**src/rtl/oled_cfg_seq.sv**
```systemverilog
module oled_cfg_seq #(
  parameter int RST_CYCLES = 200
) (
  input  logic       clk,
  input  logic       rst_n,
  input  logic       start,
  input  logic       disp_on_req,
  input  logic       disp_off_req,
  input  logic [7:0] contrast,
  input  logic       seg_remap,
  input  logic       com_invert,
  input  logic [7:0] rows,
  input  logic [7:0] com_offset,
  input  logic [4:0] clk_div,
  input  logic [3:0] clk_freq,
  input  logic       area_color,
  input  logic       low_power,
  input  logic [3:0] pre1,
  input  logic [3:0] pre2,
  input  logic       com_seq,
  input  logic       com_lr_remap,
  input  logic [7:0] vcomh,
  input  logic       need_pump,
  input  logic       page_mode,
  input  logic       tx_ready,
  output logic       tx_valid,
  output logic [7:0] tx_data,
  output logic       tx_is_cmd,
  output logic       panel_rst,
  output logic       done
);
  localparam int CW        = $clog2(RST_CYCLES + 1);
  localparam int LAST_STEP = 21;
  localparam int SKIP_FROM = 9;
  localparam int SKIP_TO   = 12;

  typedef enum logic [2:0] {S_IDLE, S_RHI, S_RLO, S_SEND, S_ONE} state_t;

  state_t     state;
  logic [CW-1:0] cnt;
  logic [4:0] step;
  logic [7:0] one_byte;
  logic [7:0] cfg_byte;
  logic [4:0] div_m1;
  logic       acm_on;
  logic       hs;

  assign div_m1    = clk_div - 5'd1;
  assign acm_on    = area_color | low_power;
  assign tx_valid  = (state == S_SEND) || (state == S_ONE);
  assign tx_data   = (state == S_ONE) ? one_byte : cfg_byte;
  assign tx_is_cmd = tx_valid;
  assign panel_rst = (state == S_RHI);
  assign hs        = tx_valid & tx_ready;

  always_comb begin
    case (step)
      5'd0:    cfg_byte = 8'h81;
      5'd1:    cfg_byte = contrast;
      5'd2:    cfg_byte = {7'b1010000, seg_remap};
      5'd3:    cfg_byte = {4'hC, com_invert, 3'b000};
      5'd4:    cfg_byte = 8'hA8;
      5'd5:    cfg_byte = rows - 8'd1;
      5'd6:    cfg_byte = 8'hD3;
      5'd7:    cfg_byte = com_offset;
      5'd8:    cfg_byte = 8'hD5;
      5'd9:    cfg_byte = {clk_freq, div_m1[3:0]};
      5'd10:   cfg_byte = 8'hD8;
      5'd11:   cfg_byte = (area_color ? 8'h1E : 8'h00) | (low_power ? 8'h05 : 8'h00);
      5'd12:   cfg_byte = 8'hD9;
      5'd13:   cfg_byte = {pre2, pre1};
      5'd14:   cfg_byte = 8'hDA;
      5'd15:   cfg_byte = {2'b00, com_lr_remap, ~com_seq, 4'b0010};
      5'd16:   cfg_byte = 8'hDB;
      5'd17:   cfg_byte = vcomh;
      5'd18:   cfg_byte = 8'h8D;
      5'd19:   cfg_byte = {5'b00010, need_pump, 2'b00};
      5'd20:   cfg_byte = 8'h20;
      default: cfg_byte = page_mode ? 8'h02 : 8'h00;
    endcase
  end

  always_ff @(posedge clk) begin
    if (!rst_n) begin
      state    <= S_IDLE;
      cnt      <= '0;
      step     <= '0;
      one_byte <= 8'h00;
      done     <= 1'b0;
    end else begin
      case (state)
        S_IDLE: begin
          if (start) begin
            state <= S_RHI;
            cnt   <= '0;
            done  <= 1'b0;
          end else if (disp_off_req || disp_on_req) begin
            state    <= S_ONE;
            one_byte <= disp_off_req ? 8'hAE : 8'hAF;
          end
        end
        S_RHI, S_RLO: begin
          if (cnt == CW'(RST_CYCLES - 1)) begin
            cnt   <= '0;
            step  <= '0;
            state <= (state == S_RHI) ? S_RLO : S_SEND;
          end else begin
            cnt <= cnt + 1'b1;
          end
        end
        S_SEND: begin
          if (hs) begin
            if (step == 5'(LAST_STEP)) begin
              state <= S_IDLE;
              done  <= 1'b1;
            end else if (step == 5'(SKIP_FROM) && !acm_on) begin
              step <= 5'(SKIP_TO);
            end else begin
              step <= step + 5'd1;
            end
          end
        end
        S_ONE: if (hs) state <= S_IDLE;
        default: state <= S_IDLE;
      endcase
    end
  end
endmodule

```
**config.mk**
```make
export PLATFORM = sky130hd
export DESIGN_NAME = oled_cfg_seq
export DESIGN_NICKNAME = d
export VERILOG_FILES = /design/src/rtl/oled_cfg_seq.sv
export SDC_FILE = /design/constraint.sdc
export NUM_CORES = 1
export LEC_CHECK = 0
export BUFFER_PORTS_ARGS = -buffer_cell sky130_fd_sc_hd__buf_2
export CAP_MARGIN = 20
export CORE_UTILIZATION = 50
export CTS_CLUSTER_DIAMETER = 120
export DETAILED_ROUTE_END_ITERATION = 8
export PLACE_DENSITY_LB_ADDON = 0.2
export SLEW_MARGIN = 20
export SYNTH_ARGS = -nofsm -noshare
export SYNTH_HDL_FRONTEND = slang
export SYNTH_SLANG_ARGS = --single-unit
```
**constraint.sdc**
```tcl
create_clock -name clk -period 2.7 [get_ports clk]
set_clock_uncertainty 0.15 [all_clocks]
set_input_delay 0 -clock clk [delete_from_list [all_inputs] [get_ports clk]]
set_output_delay 0 -clock clk [all_outputs]
set_load 0.05 [all_outputs]
```
# Yosys cells after proc, flatten, opt, wreduce, memory -nomap -nowiden
# Index checks and enable logic that the tools add are counted.
# totals
ff_bits	25
in_bits	63
elab_cells	88
# op_classes
addsub	4
n_eq_ne	33
n_mux	26
bitwise	5
n_reduce_logical	15
# op_table
operator	n
$pmux W8 S21	1
$eq A5 B4 Y1 const B	8
$eq A5 B5 Y1 const B	6
$mux W5	5
$mux W8	3
$mux W3	7
$eq A5 B3 Y1 const B	4
$pmux W8 S2	1
$pmux W3 S4	1
$eq A5 B2 Y1 const B	2
$ne A2 B2 Y1 const B	5
$pmux W5 S2	1
$add A8 B1 Y8 const B	1
$eq A8 B8 Y1 const B	1
$reduce_and A4 Y1	2
$sub A8 B1 Y8 const B	1
$eq A3 B2 Y1 const B	2
$reduce_bool A2 Y1	3
$add A5 B1 Y5 const B	1
$eq A5 B1 Y1 const B	1
$logic_not A5 Y1	1
$mux W1	5
$or A5 B3 Y5	1
$reduce_and A5 Y1	1
other kinds (17)	19

# Depth between registers and ports, before layout
# Gate-level depths: netlist (run 1).
# logic_depth
depth_word	7
ltp_mapped	9

# Worst setup path before layout (run 1)
# Ideal clock, no wire load.
# synth_path
path_kind	reg2out
start	register step[0]
end	output tx_data[0]
t_arrival_ns	2.569
required_time_ns	2.550
path_slack_ns	-0.019
path_stages_with_launch	9
n_path_buf	1
path_cell_list	dfxtp_1 ha_1 clkbuf_1 inv_1 nor2_1 ha_1 a21o_1 o31ai_2 o21ai_0
# synth_between
elab_chain_cells	3
word_cells_on_any_way	23
classes_between	eq/ne (20); mux (2); reduce/logical (1)
# synth_rtl
item	line_no	text
start: declaration	41	logic [4:0] step;
start signal: assignment	117	step <= 5'(SKIP_TO);
start signal: assignment	119	step <= step + 5'd1;
$eq A5 B5 Y1, or another cell as far along	57	case (step)
$pmux W8 S21 (*)	57	
$mux W8 (*)	51	assign tx_data = (state == S_ONE) ? one_byte : cfg_byte;
end: declaration	27	output logic [7:0] tx_data,
# Mark *: on every way between the ends. The rest lies on a longest branch, timed or not.

# Worst setup path after layout (run 1)
# layout_path
start	register step[0]
end	output tx_data[2]
# The elaborated chain is that of the path after synthesis.

==> results.md, run 1 <==
* CP arrival at 2.39 ns
* Max-cap violation count at 0
* Worst-Margin Slew at 0.507 ns
* Final min period at 2.54 ns
* Yosys cell types at 57
* Primary FF master, synth: dfxtp_1
* Slew Limit Headroom at 0.661
* Largest net degree at the start of global routing at 19
* TNS Setup at 0 ns
* Overflow after GRT at 0
* Sequential element share of the synthesized area at 0.186
* Share of the synthesized area in the top cell type at 0.186
* Global-route wire length before repair at 10300 microns
* GPL Wtd Cong at 0.978
* Slew Limit Fails at 0
* Area leader, netlist: dfxtp_1
* Core ar. at 0.00380 sq mm
* Skew-Pair Late Insertion Delay at 0.26 ns
* Number of enable flip-flop cells after synthesis at 0
* Initial Util at 0.538
* Sw frac at 0.313
* Nets at 436
* Final HPWL DP at 4880 microns
* VDD IR max at between 0.0003 and 0.0004 V
* Seq cells post-synth at 19
* ANT nets after route at 0
* Layout cells sized above 1 at 0.275
* Avg Vias per Cell at 6.06
* Finished Layout Cells at 412
* Die Y at 65.9 microns
* Most frequent cells in the layout: 72 x buf_2, 25 x nor2_1, 22 x nand2_1, 22 x a21oi_1, 18 x dfxtp_1
* Post-Syn Area at roughly 0.0020 sq mm
* Async set-reset flop share out of synthesis at 0
* Clock sinks at 19
* Vias in the first global route at about 2200
* Maximum operating frequency at 394 MHz
* # fillers at 333
* Status: complete, no violations
* Die footprint at 0.00435 sq mm
* DRC at 0
* Mapped Avg Cell Area at around 7.2 sq um
* Int Pwr at 0.470 mW
* DRT iter0 DRCs at 186
* PD cells at 258 mW/mm^2
* Routed WL per cell at between 15 and 20 microns
* Antenna diodes at 0
* Syn_nets at 356
* Switch Pwr at 0.214 mW
* Combinational share of power at 0.255
* Number of port buffers at 73
* Unrepaired setup endpoints after global routing: false
* Critical path type: reg2out
* Cell count after placement at 400
* CP Launch Type: flop
* 1st-pass router iterations at 4
* Layout area overhead at 29.5%
* Worst Hold Class: in2reg
* Worst path required time at 2.55 ns
* Synth area leaders: dfxtp_1 19%, a21oi_1 5.4%, ha_1 4.9%
* Worst Setup End Kind: output pin
* # IOs at 75
* Period utilization at 0.940
* H-tree depth at 1
* CTS tree: done
* Max Root-Sink Buffers at 2
* Total GRT Usage at 0.305
* Setup violations, final at 0
* WL final at 6340 microns
* Cells after Synth at about 290
* Clk root buf: clkbuf_8
* DR vias at between 2000 and 2500
* Initial antenna violation count at 0
* Crit Path Max Fanout at 6
* FP Rows at 22
* CTS buffer count at 3
* Die W at around 66 microns
* Endpoints failing hold at 0
* Clock transition at path regs at about 0.07 ns
* Clk pwr share at 0.305
* Commonest non-fill, non-tap cell in the layout: buf_2
* Number of warning messages in the yosys log at 0
* Sequential share of power at 0.440
* Leak Pwr at 1.10 nW
-- worst paths after layout --
check        slack (ns)  startpoint  depth (start not counted)    endpoint
min reg2reg        0.33      cnt[1]                          2      cnt[1]
min                0.03  area_color                          4     step[2]
max reg2reg        0.42      cnt[0]                          6     step[3]
max                0.16     step[0]                          9  tx_data[2]
-- cell usage after synthesis (2+ instances only) --
cell / instances
nand2b_1: 3
a21o_1: 2
a22o_1: 3
o31ai_1: 2
buf_4: 2
xor2_1: 5
o22ai_1: 4
ha_1: 8
clkinv_1: 2
or3_1: 3
nand3_1: 10
xnor2_1: 9
a221oi_1: 4
nand3b_1: 2
buf_2: 2
nor4_1: 5
a211oi_1: 6
nand4_1: 5
nor3_1: 12
dfxtp_1: 19
o221ai_1: 2
o211ai_1: 3
a31oi_1: 5
o21ai_0: 15
and2_1: 8
o31ai_2: 2
o21a_1: 2
o311ai_0: 2
mux2i_1: 2
inv_1: 11
nor2_1: 25
clkbuf_1: 13
nand2_1: 22
a22oi_1: 9
nor2b_1: 10
nand4bb_1: 2
a21oi_1: 22
or4_1: 3
-- repair_timing --
action / CTS / global route
buffers inserted: 0 / 0
gates resized for setup: 2 / 5
setup endpoints to repair: 6 / 8
endpoints found under the hold margin: 6 / 0
cloned: 0 / 0
hold buffers: 8 / 0
-- power by group through the flow --
stage / clock network, mW / logic, mW / registers [mW]
2_1_floorplan: 0 / 0.0962 / 0.300
3_3_place_gp: 0 / 0.160 / 0.307
3_5_place_dp: 0 / 0.160 / 0.307
4_1_cts: 0.210 / 0.173 / 0.300
5_1_grt: 0.220 / 0.192 / 0.303
6_report: 0.208 / 0.174 / 0.301
-- sequential cells by signal, indices dropped and copies added (netlist names) --
signal and flops:
one_byte 2, step 5, state 3, done 1, cnt 8
-- critical path, stage by stage, from the launching register on --
cell      delay [ns]
dfxtp_2         0.38
inv_1           0.08
ha_1            0.31
buf_4           0.20
a221o_1         0.27
a221oi_1        0.24
nor3_1          0.08
nor3_1          0.24
o21ai_0         0.10
buf_2           0.22
-- cells by family after synthesis --
| family | synth area share |
|---|---|
| AOI/OAI and AO/OA | 0.321 |
| xor gates and xnor gates | 0.0600 |
| adders and majority gates | 0.0490 |
| buffers and inverters | 0.0618 |
| DFF | 0.186 |
| muxes | 0.00979 |
| and+or+nand+nor | 0.313 |
-- routing by layer --
metal / up-vias / track usage / share of wire
met3: 11 / 0.0603 / 0.086
met4: 0 / 0.0798 / 0.015
met1: 1147 / 0.435 / 0.46
met2: 111 / 0.464 / 0.44
met5: - / 0 / 0
li1: 1227 / - / -
-- area by class of cell --
type | count | area, sq um | area share
Clock buffer | 3 | 41.3 | 0.0156
Clock inverter | 1 | 7.51 | 0.00284
Inverter | 13 | 48.8 | 0.0184
Multi-Input combinational cell | 235 | 1570 | 0.593
Sequential cell | 19 | 382 | 0.144
Tap cell | 48 | 60.1 | 0.0227
Timing Repair Buffer | 93 | 538 | 0.203
-- stage by stage --
| step | instance area (sq um) | hold WS (ns) | util | total power, mW | worst slack (ns) |
|---|---|---|---|---|---|
| floorplan | 2040 | -0.0534 | - | 0.396 | -0.0187 |
| global placement | 2480 | 0.0498 | 0.653 | 0.467 | 0.312 |
| detailed placement | 2480 | 0.0577 | 0.653 | 0.467 | 0.225 |
| CTS | 2620 | 0.0178 | 0.690 | 0.683 | -0.00487 |
| global route | 2650 | 0.0631 | 0.697 | 0.714 | 0.0515 |
| finish | 2650 | 0.0302 | 0.697 | 0.684 | 0.161 |
Power figures use the tool's default switching activity.
==> run 2, diff against run 1 <==
BUFFER_PORTS_ARGS = -buffer_cell sky130_fd_sc_hd__buf_4   (was -buffer_cell sky130_fd_sc_hd__buf_2)
==> run 2 against run 1 <==
Net effect: maximum frequency shrank 3.3%; sequential share of layout area shrank 0.67 points; worst hold slack lost 0.0070 ns; via count grew 0.60%; non-clock buffer count shrank 3; sequential power is essentially flat; clock-buffer cell count is the same; critical path depth shrank 1; combinational power grew 17%; global-route usage grew 1.2 points.
==> results.md, run 2 (synthesis results as in run 1) <==
* Setup violations, final at 0 (unchanged)
* Final HPWL DP at 5130 microns (+5.0%)
* ANT nets after route at 0 (unchanged)
* Most frequent cell on the critical path: buf_4
* CP Launch Type: flop
* Placed inst area at 0.00265 sq mm (+6.8%)
* Clk root buf: clkbuf_8
* Clk pwr share at 0.282 (-0.023)
* Switch Pwr at 0.209 mW (-2.6%)
* Worst path slowest cell: nor4_1
* Layout area overhead at 36.7%
* VDD IR max at 0.000237 V (-36%)
* Max reg flops at 8 (unchanged)
* FF-to-FF End: step[3]
* GPL Wtd Cong at 0.980 (+0.29%)
* Overflow after GRT at 0 (unchanged)
* Slew Limit Fails at 0 (unchanged)
* Unrepaired setup endpoints after global routing: false
* DRC at 0 (unchanged)
* Worst Hold Class: in2reg
* WL final at 6660 microns (+4.9%)
* Combinational share of power at 0.290 (+0.035)
* Sw frac at 0.296 (-0.0169)
* Vias in the first global route at 2283 (+5.0%)
* DRT iter0 DRCs at 269 (+45%)
* Int Pwr at 0.496 mW (+5.6%)
* # IOs at 75 (unchanged)
* TNS Setup at 0 ns (unchanged)
* Cell count after placement at 398 (-0.50%)
* Crit Path Max Fanout at 6 (unchanged)
* Critical path type: reg2out
* Critical path's top delay family: simple AND/OR/NAND/NOR gates
* Leak Pwr at 1.14 nW (+4.1%)
* Worst R2R Start: cnt[0]
* Stages on the worst setup path at 8 (-1)
* Die Y at 65.9 microns (unchanged)
* FP Rows at 22 (unchanged)
* Layout cells sized above 1 at 0.280 (+0.00505)
* Biggest regs: cnt: 8 flops, step: 5 flops, state: 3 flops
* Slew Limit Headroom at 0.548 (-0.113)
* Finished Layout Cells at 409 (-0.73%)
* Initial antenna violation count at 0 (unchanged)
* DR vias at 2511 (+0.60%)
* Clock sinks at 19 (unchanged)
* H-tree depth at 1 (unchanged)
* Largest net degree at the start of global routing at 20 (+1)
* Status: complete, no violations
* Nets at 433 (-0.69%)
* Avg Vias per Cell at 6.14 (+1.3%)
* Clock transition at path regs at 0.07 ns (about the same)
* Sequential share of power at 0.428 (-0.012)
* Initial Util at 0.538 (unchanged)
* Final cell area excluding filler cells at 0.00279 sq mm (+5.5%)
* Maximum operating frequency at 381 MHz (-3.3%)
* Global-route wire length before repair at 10800 microns (+4.6%)
* Reg2reg path depth at 6 (unchanged)
* CTS tree: done
* Worst path bufs/invs at 3 (unchanged)
* Max Root-Sink Buffers at 2 (unchanged)
* Worst Setup End Kind: output pin
* Most frequent cells in the layout: 83 x buf_4, 25 x nor2_1, 22 x nand2_1, 21 x a21oi_1, 16 x dfxtp_1
* Final min period at 2.63 ns (+0.0876 ns)
* CTS buffer count at 3 (unchanged)
* Pre-CTS setup slack at 0.219 ns (-0.00635 ns)
* Worst-Margin Slew at 0.675 ns (+0.168 ns)
* 1st-pass router iterations at 8 (+4)
* Core ar. at 0.00380 sq mm (unchanged)
* Worst path max stage delay at 0.54 ns (+0.16 ns)
* Worst path required time at 2.55 ns (about the same)
* Die W at 65.9 microns (unchanged)
* Die footprint at 0.00435 sq mm (unchanged)
* Most flops, register: cnt
* Endpoints failing hold at 0 (unchanged)
* Worst setup margin at 0.0735 ns (-0.0876 ns)
* Crit path cell chain: inv_1, ha_1, buf_4, a22oi_1, a31oi_1, nor4_1, o21ai_0, buf_4
* Number of port buffers at 73 (unchanged)
* PD cells at 252 mW/mm^2 (-2.4%)
* Skew-Pair Late Insertion Delay at 0.26 ns (about the same)
* Antenna diodes at 0 (unchanged)
* Total GRT Usage at 0.317 (+0.0121)
* Fin util at 0.736 (+0.0385)
* Setup crit end: tx_data[0]
* Setup bufs post-CTS at 0 (unchanged)
* CP arrival at 2.48 ns (+0.09 ns)
* Worst Setup SP: step[0]
* Max-cap violation count at 0 (unchanged)
* Period utilization at 0.973 (+0.0325)
* Routed WL per cell at 16.3 microns (+5.7%)
* Commonest non-fill, non-tap cell in the layout: buf_4
* R2R setup slack at 0.33 ns (-0.09 ns)
## run 2: worst min path at each step
stage | start | end | cells after the start
floorplan | disp_off_req | one_byte[0] | 1
global placement | disp_off_req | one_byte[0] | 2
detailed placement | disp_off_req | one_byte[0] | 2
CTS | area_color | step[2] | 4
global route | area_color | step[2] | 4
finish | area_color | step[2] | 4
## run 2: worst reg2reg max path, stage by stage, from the launching register on
cell and delay, ns:
dfxtp_1 0.39, ha_1 0.28, nand4b_4 0.13, nor4b_4 0.45, a22oi_2 0.22, or4_1 0.52, a21oi_1 0.15
## run 2: power groups by stage
stage | clock (mW) | combinational, mW | sequential (mW)
2_1_floorplan | 0 | 0.0962 | 0.300
3_3_place_gp | 0 | 0.189 | 0.307
3_5_place_dp | 0 | 0.192 | 0.307
4_1_cts | 0.205 | 0.203 | 0.301
5_1_grt | 0.216 | 0.219 | 0.303
6_report | 0.198 | 0.204 | 0.302
## run 2: through the flow
stage / total power, mW / hold slack (ns)
after floorplan: 0.396 / -0.0534
after global placement: 0.496 / 0.0427
after detailed placement: 0.500 / 0.0464
after CTS: 0.708 / 0.00509
after global routing: 0.738 / 0.0526
final: 0.704 / 0.0233
## run 2: layout make-up
type	instances	area, sq um
inverters	13	48.8
flip-flops and latches	19	384
clock inverters	1	5.00
well taps	48	60.1
multi-input cells	235	1560
fillers	334	1000
repair buffers	90	693
clock buffers	3	41.3
## run 2: metal layers
metal | track usage | share of wire | vias to the layer above | routed length (microns)
met5 | 0 | 0 | - | 0
met4 | 0.0426 | 0.0077 | 0 | 51
met3 | 0.0707 | 0.096 | 13 | 636
met2 | 0.531 | 0.47 | 121 | 3120
met1 | 0.424 | 0.43 | 1161 | 2840
li1 | - | - | 1216 | -
## run 2: timing repair
action,in CTS,in global routing
endpoints found under the hold margin,5,0
gates resized for setup,1,7
endpoints found under the setup margin,5,8
cloned,0,0
hold buffers,7,0
